### src/rtl/edge_event_irq.sv
module edge_event_irq #(
  parameter int NBYTES = 3,
  parameter int AW = 4,
  localparam int NCH = 8 * NBYTES
) (
  input  logic           clk,
  input  logic           rst_n,
  input  logic [NCH-1:0] din,
  input  logic           wr_en,
  input  logic [AW-1:0]  wr_addr,
  input  logic [7:0]     wr_data,
  input  logic [AW-1:0]  rd_addr,
  output logic [7:0]     rd_data,
  output logic           irq
);
  localparam int RISE_BASE = 0;
  localparam int FALL_BASE = 4;
  localparam int CTL_ADDR  = 8;
  localparam int STAT_ADDR = 9;
  localparam int CLR_ADDR  = 10;

  logic [NCH-1:0] din_q, rise_en, fall_en;
  logic [4:0] ctl;
  logic edge_flag, ovf_flag;

  wire clr_wr  = wr_en && (wr_addr == AW'(CLR_ADDR));
  wire clr_edg = clr_wr && wr_data[3];
  wire clr_ovf = clr_wr && wr_data[2];

  wire [NCH-1:0] rise_hit = din & ~din_q & rise_en & {NCH{ctl[3]}};
  wire [NCH-1:0] fall_hit = ~din & din_q & fall_en & {NCH{ctl[4]}};
  wire hit = (|rise_hit) | (|fall_hit);

  always_ff @(posedge clk) begin
    if (!rst_n) begin
      din_q   <= '0;
      rise_en <= '0;
      fall_en <= '0;
      ctl     <= '0;
    end else begin
      din_q <= din;
      for (int b = 0; b < NBYTES; b++) begin
        if (wr_en && wr_addr == AW'(RISE_BASE + b)) rise_en[8*b +: 8] <= wr_data;
        if (wr_en && wr_addr == AW'(FALL_BASE + b)) fall_en[8*b +: 8] <= wr_data;
      end
      if (wr_en && wr_addr == AW'(CTL_ADDR)) ctl <= wr_data[4:0];
    end
  end

  always_ff @(posedge clk) begin
    if (!rst_n) begin
      edge_flag <= 1'b0;
      ovf_flag  <= 1'b0;
    end else begin
      if (hit)          edge_flag <= 1'b1;
      else if (clr_edg) edge_flag <= 1'b0;
      if (hit && edge_flag) ovf_flag <= 1'b1;
      else if (clr_ovf)     ovf_flag <= 1'b0;
    end
  end

  assign irq = ctl[2] & ((edge_flag & ctl[0]) | (ovf_flag & ctl[1]));

  always_comb begin
    rd_data = 8'h00;
    for (int b = 0; b < NBYTES; b++) begin
      if (rd_addr == AW'(RISE_BASE + b)) rd_data = rise_en[8*b +: 8];
      if (rd_addr == AW'(FALL_BASE + b)) rd_data = fall_en[8*b +: 8];
    end
    if (rd_addr == AW'(CTL_ADDR))  rd_data = {3'b000, ctl};
    if (rd_addr == AW'(STAT_ADDR)) rd_data = {5'b00000, irq, ovf_flag, edge_flag};
  end

  // an enabled change always leaves the edge flag set
  a_r8_set_wins: assert property (@(posedge clk) disable iff (!rst_n)
    hit |=> edge_flag);
  // overflow only rises on top of an existing edge flag
  a_r6_ovf_needs_edge: assert property (@(posedge clk) disable iff (!rst_n)
    $rose(ovf_flag) |-> $past(edge_flag));
  // the edge flag is sticky until a clear
  a_r6_edge_sticky: assert property (@(posedge clk) disable iff (!rst_n)
    (edge_flag && !clr_edg) |=> edge_flag);
  // a clear with no concurrent change empties the edge flag
  a_r7_clear_edge: assert property (@(posedge clk) disable iff (!rst_n)
    (clr_edg && !hit) |=> !edge_flag);
  // no interrupt without master enable
  a_r9_irq_needs_master: assert property (@(posedge clk) disable iff (!rst_n)
    irq |-> ctl[2]);
  // a stable input bank never raises the edge flag
  a_r5_quiet_inputs: assert property (@(posedge clk) disable iff (!rst_n)
    (!edge_flag && din == din_q) |=> !edge_flag);
endmodule

### config.mk
export PLATFORM = sky130hd
export DESIGN_NAME = edge_event_irq
export DESIGN_NICKNAME = d
export VERILOG_FILES = /design/src/rtl/edge_event_irq.sv
export SDC_FILE = /design/constraint.sdc
export NUM_CORES = 1
export LEC_CHECK = 0
export ABC_CLOCK_PERIOD_IN_PS = 3100
export BUFFER_PORTS_ARGS = -buffer_cell sky130_fd_sc_hd__buf_2
export CAP_MARGIN = 15
export CORE_MARGIN = 2
export CORE_UTILIZATION = 30
export CTS_CLUSTER_DIAMETER = 60
export DETAILED_ROUTE_END_ITERATION = 10
export SKIP_CTS_REPAIR_TIMING = 1
export SYNTH_ARGS = -nofsm -noshare
export SYNTH_HDL_FRONTEND = slang
export SYNTH_SLANG_ARGS = --single-unit
### constraint.sdc
create_clock -name clk -period 3.1 [get_ports clk]
set_input_delay 0.31 -clock clk [delete_from_list [all_inputs] [get_ports clk]]
set_output_delay 0.31 -clock clk [all_outputs]
set_load 0.02 [all_outputs]
==> summary.txt, run 1 <==
Clocking
  – Worst skew pair latency: 0.34 ns
  – Clk slew on worst S/H paths: 0.07 ns
  – CTS buffer count: 9
  – H-tree depth: 3
  – CTS tree: done
  – CTS Sinks: 79
  – Longest Clk Path Bufs: 2
  – Root Driver: clkbuf_16

Cells and area
  – Fillcell total: 1,215
  – Layout area overhead: 18.8%
  – Most common cell after layout, fill and taps aside: dfxtp_1
  – Antenna diodes: 0
  – Share of cells above drive strength 1: 0.186
  – Most frequent cells in the layout: 79 x dfxtp_1, 51 x buf_2, 50 x mux2i_1
  – Nets@finish: 484
  – Fin cells: 614

Timing
  – Setup violations, final: 0
  – Final period util: 0.729
  – Final Hold Vio Count: 0
  – Slew @ Worst Pin: 0.709 ns
  – Fin crit period: 2.26 ns
  – Max-slew violations: 0
  – Skew final: 0.00538 ns
  – Worst setup margin: 0.841 ns
  – Max frequency: 443 MHz
  – Setup TNS: 0 ns
  – RSZ-0062 raised after global routing: no
  – Slew headroom: 0.525

Critical path
  – Worst setup path class: in2out
  – Critical-path top delay cell: mux4_1
  – Crit-path cells: buf_2, mux4_1, a222oi_1, inv_1, buf_2
  – CP required: 2.79 ns
  – Max incr delay on CP: 0.61 ns
  – Max Fanout on Critical Path: 22
  – Buf/Inv on CP: 3
  – Arrival @ worst endpoint: 1.95 ns
  – Worst path top cell family by delay: buffers and inverters
  – Critical Path End Type: primary output
  – Crit-path most repeated cell: buf_2
  – Startpoint types: input pin

Power and ir drop
  – Worst vdd rail ir drop: 0.255 mV
  – Leakage power: 0.00171 uW
  – Cell Pwr Density: 500 nW/um^2

Synth
  – Asr flop ratio synth: 0
  – Ys flop type: dfxtp_1
  – Flops & latches, synth: 79
  – Synth Instances: 394
  – Syn nets: 437
  – Synth warnings: 0
  – Cell area after synthesis: 3730 um^2
  – EDFF count, synth: 0
  – Register area share after synthesis: 0.424
  – Post-synth cell types: 46
  – Mapped Avg Cell Area: 9.47 um^2

Global route
  – Total GRT Usage: 0.171
  – Gr ovfl total: 0
  – Initial antenna violation count: 0
  – Vias in the first global route: 3,058
  – First-pass GRT wire length: 17,100 um
  – Pin count of the biggest net entering global routing: 81

Routing
  – DR DRC count: 0
  – DRT Wirelength: 10,900 um
  – DR vias: 3,035
  – Vias per std cell: 4.94
  – DRT Pass-1 Iters: 4
  – DR iter-0 viols: 271
  – DRT antenna net count: 0
  – Wire per inst: 17.7 um

Die
  – Die Wd: 116 um
  – Row count: 40
  – CORE AREA: 12,100 um^2
  – Die Y: 116 um
  – Io pins: 52
  – Initial Util: 0.309
  – Die ar.: 13,300 um^2

Placement
  – Pre-CTS WS: 0.842 ns
  – Placed Instances: 597
  – Detailed placement HPWL: 7680 um
  – I/O Buffers: 51
  – Gpl congestion: 0.819

Run
  – Max cap viols: 0

Status
  – Outcome: completed

Hold path
  – Worst hold path type: in2reg
==> metrics by stage <==
step / utilization / total power [uW] / cell area (um^2) / hold slack [ns]
after floorplan: - / 1170 / 3730 / 0.432
after global placement: 0.342 / 1240 / 4130 / 0.473
after detailed placement: 0.342 / 1240 / 4130 / 0.485
after CTS: 0.366 / 2240 / 4410 / 0.190
after global routing: 0.367 / 2290 / 4430 / 0.201
final: 0.367 / 2220 / 4430 / 0.196
==> metal layers <==
metal | part of all wire | GRT usage
met1 | 0.46 | 0.225
met2 | 0.48 | 0.280
met3 | 0.044 | 0.0335
met4 | 0.020 | 0.0602
met5 | 0 | 0
==> kinds of logic after synthesis <==
| kind of cell | share of synthesized area |
|---|---|
| and+or+nand+nor | 0.292 |
| DFF | 0.424 |
| muxes | 0.156 |
| AOI/OAI and AO/OA | 0.0943 |
| buffers and inverters | 0.0335 |
==> cells in the mapped netlist (4+ instances only) <==
| master | instances | area (um^2) |
|---|---|---|
| dfxtp_1 | 79 | 1580 |
| mux2i_1 | 50 | 500 |
| nor2b_1 | 48 | 300 |
| nand2_1 | 46 | 173 |
| and2_1 | 24 | 150 |
| nand3b_1 | 24 | 180 |
| o21ai_0 | 15 | 75.1 |
| nand3_1 | 12 | 60.1 |
| clkbuf_1 | 11 | 41.3 |
| a21boi_0 | 9 | 67.6 |
| o22ai_1 | 7 | 43.8 |
| inv_1 | 6 | 22.5 |
| nor2_1 | 6 | 22.5 |
| buf_2 | 4 | 20.0 |
| nor4_1 | 4 | 25.0 |
==> cell type report <==
class                      instances  area [um^2]  area share
inverter                           6         22.5     0.00508
clock inverter                     7         57.6      0.0130
multi-input combinational        289         2030       0.458
sequential                        79         1580       0.357
timing repair buffer              56          305      0.0689
tap                              168          210      0.0474
clock buffer                       9          225      0.0508
==> worst reg2reg max path, stage by stage (launching register included) <==
cell      delay, ns
dfxtp_1        0.32
nand3b_1       0.14
o21ai_0        0.14
nor4_1         0.42
nand4_1        0.14
a22oi_1        0.27
a21boi_0       0.13
==> sequential cells by signal (all words and copies together), names as in the netlist <==
signal,count
din_q,24
fall_en,24
rise_en,24
ctl,5
edge_flag,1
ovf_flag,1
==> report_power, final <==
group	total [uW]	switching (uW)	internal (uW)
clock network	992	442	550
registers	1060	15.7	1040
logic	168	95.6	72.5
==> worst paths after layout <==
path | from | endpoint | slack [ns] | cells past startpoint
setup / recovery | rd_addr[0] | rd_data[5] | 0.84 | 5
hold / removal | din[14] | din_q[14]$_SDFF_PN0_ | 0.20 | 2
setup reg to reg | din_q[15]$_SDFF_PN0_ | edge_flag$_SDFFE_PN0P_ | 1.40 | 6
hold reg to reg | fall_en[19]$_SDFFE_PN0P_ | fall_en[19]$_SDFFE_PN0P_ | 0.49 | 2
(Power assumes the default switching activity.)
==> run 2, diff against run 1 <==
Settings changed: ABC_CLOCK_PERIOD_IN_PS 3100 to 2200.
Clock period 3.1 ns to 2.2 ns, I/O delays scaled along.
==> run 2 against run 1 <==
Against the previous run: sequential power up 41%; total power up 50%; non-clock buffer count up 7; hold slack worse by 0.092 ns; cell count up 1.1%; routed wire length up 0.98%; worst setup slack worse by 0.66 ns.
==> summary.txt, run 2 (synthesized netlist as in run 1, its figures left out) <==
Status
  – Outcome: completed

Critical path
  – Critical-path top delay cell: mux4_1
  – Arrival @ worst endpoint: 1.80 ns (-0.15 ns)
  – Max incr delay on CP: 0.51 ns (-0.10 ns)
  – Startpoint types: flop
  – Worst Reg-to-Reg Cells: 6 (unchanged)
  – Critical Path End Type: primary output
  – Crit-path cells: mux4_1, a222oi_1, inv_1, buf_2
  – Worst setup path class: reg2out
  – Worst R2R Setup Slack: 0.52 ns (-0.88 ns)
  – Max Fanout on Critical Path: 3 (-86%)
  – CP required: 1.98 ns (-0.81 ns)
  – Worst path top cell family by delay: multiplexers
  – WP depth: 4 (-1)
  – Buf/Inv on CP: 2 (-1)

Global route
  – Initial antenna violation count: 0 (unchanged)
  – Vias in the first global route: 3,003 (-1.8%)
  – Pin count of the biggest net entering global routing: 40 (-51%)
  – Gr ovfl total: 0 (unchanged)
  – Total GRT Usage: 0.169 (-0.00218)
  – First-pass GRT wire length: 16,800 um (-1.9%)

Timing
  – Setup TNS: 0 ns (unchanged)
  – Final period util: 0.918
  – Max-slew violations: 0 (unchanged)
  – Setup violations, final: 0 (unchanged)
  – Max frequency: 495 MHz
  – Worst setup margin: 0.181 ns (-0.661 ns)
  – Fin crit period: 2.02 ns
  – Slew headroom: 0.606 (+0.0803)
  – Final Hold Vio Count: 0 (unchanged)
  – Slew @ Worst Pin: 0.587 ns (-0.123 ns)
  – RSZ-0062 raised after global routing: no
  – Skew final: 0.00664 ns (+0.00126 ns)
  – Min Hold Slack: 0.104 ns (-0.0916 ns)

Routing
  – Vias per std cell: 5.01 (+1.3%)
  – DR vias: 3,110 (+2.5%)
  – Wire per inst: 17.6 um (-0.16%)
  – DR iter-0 viols: 191 (-30%)
  – DRT Pass-1 Iters: 5 (+1)
  – DRT Wirelength: 11,000 um (+0.98%)
  – DRT antenna net count: 0 (unchanged)
  – DR DRC count: 0 (unchanged)

Cells and area
  – Layout area overhead: 21.2%
  – Fin cells: 621 (+1.1%)
  – Antenna diodes: 0 (unchanged)
  – Most common cell after layout, fill and taps aside: dfxtp_1
  – Most frequent cells in the layout: 79 x dfxtp_1, 51 x buf_2, 50 x mux2i_1
  – Biggest regs: din_q x24, fall_en x24, rise_en x24
  – Share of cells above drive strength 1: 0.199 (+0.0126)
  – Nets@finish: 491 (+1.4%)
  – Util after Layout: 0.375 (+0.00737)

Clocking
  – Longest Clk Path Bufs: 2 (unchanged)
  – CTS Sinks: 79 (unchanged)
  – Worst skew pair latency: 0.34 ns (about the same)
  – Root Driver: clkbuf_16
  – CTS buffer count: 9 (unchanged)
  – H-tree depth: 3 (unchanged)
  – Clk slew on worst S/H paths: 0.07 ns (about the same)
  – CTS tree: done

Die
  – Die ar.: 13,300 um^2 (unchanged)
  – CORE AREA: 12,100 um^2 (unchanged)
  – Die Wd: 116 um (unchanged)
  – Io pins: 52 (unchanged)
  – Die Y: 116 um (unchanged)
  – Row count: 40 (unchanged)
  – Initial Util: 0.309 (unchanged)

Placement
  – I/O Buffers: 51 (unchanged)
  – Gpl congestion: 0.839 (+2.5%)
  – Placed Instances: 605 (+1.3%)
  – Pre-CTS WS: 0.145 ns (-0.697 ns)
  – Detailed placement HPWL: 8070 um (+5.0%)

Hold path
  – Worst hold path type: in2reg
  – Hold path depth: 2 (unchanged)

Power and ir drop
  – Worst vdd rail ir drop: 0.409 mV (+60%)
  – Leakage power: 0.00177 uW (+3.3%)
  – Cell Pwr Density: 737 nW/um^2 (+47%)

Run
  – Max cap viols: 0 (unchanged)
## run 2: changes by cell type in the layout (fill, tap and decap cells not counted), sizes merged
| cell | previous run | this run |
|---|---|---|
| buf | 56 | 63 |
| bufinv | 0 | 2 |
| clkinv | 2 | 3 |
| clkinvlp | 3 | 2 |
| inv | 8 | 6 |
## run 2: metrics by stage
stage | instance area (um^2) | total power (uW)
after global routing | 4520 | 3440
final | 4520 | 3330
after detailed placement | 4190 | 1760
after floorplan | 3730 | 1650
after CTS | 4510 | 3350
after global placement | 4190 | 1750
## run 2: final timing paths
path / start / endpoint
worst min register to register: fall_en[19]$_SDFFE_PN0P_ / fall_en[19]$_SDFFE_PN0P_
worst min-delay path: din[14] / din_q[14]$_SDFF_PN0_
worst max-delay path: fall_en[5]$_SDFFE_PN0P_ / rd_data[5]
worst max register to register: din_q[15]$_SDFF_PN0_ / edge_flag$_SDFFE_PN0P_
## run 2: power breakdown
group,total [uW],switching [uW],internal [uW]
Clock,1600,604,995
Combinational,242,136,106
Sequential,1490,22.4,1470
Total,3330,763,2570
## run 2: area by class of cell
type	instances	area [um^2]
fillers	1223	7540
multi-input cells	289	2040
flip-flops and latches	79	1580
repair buffers	63	345
clock buffers	9	225
well taps	168	210
clock inverters	7	97.6
inverters	6	22.5
## run 2: layer usage
layer	wire length, um	track usage
met2	5310	0.282
met3	453	0.0377
met4	156	0.0490
met5	0	0
met1	5040	0.218
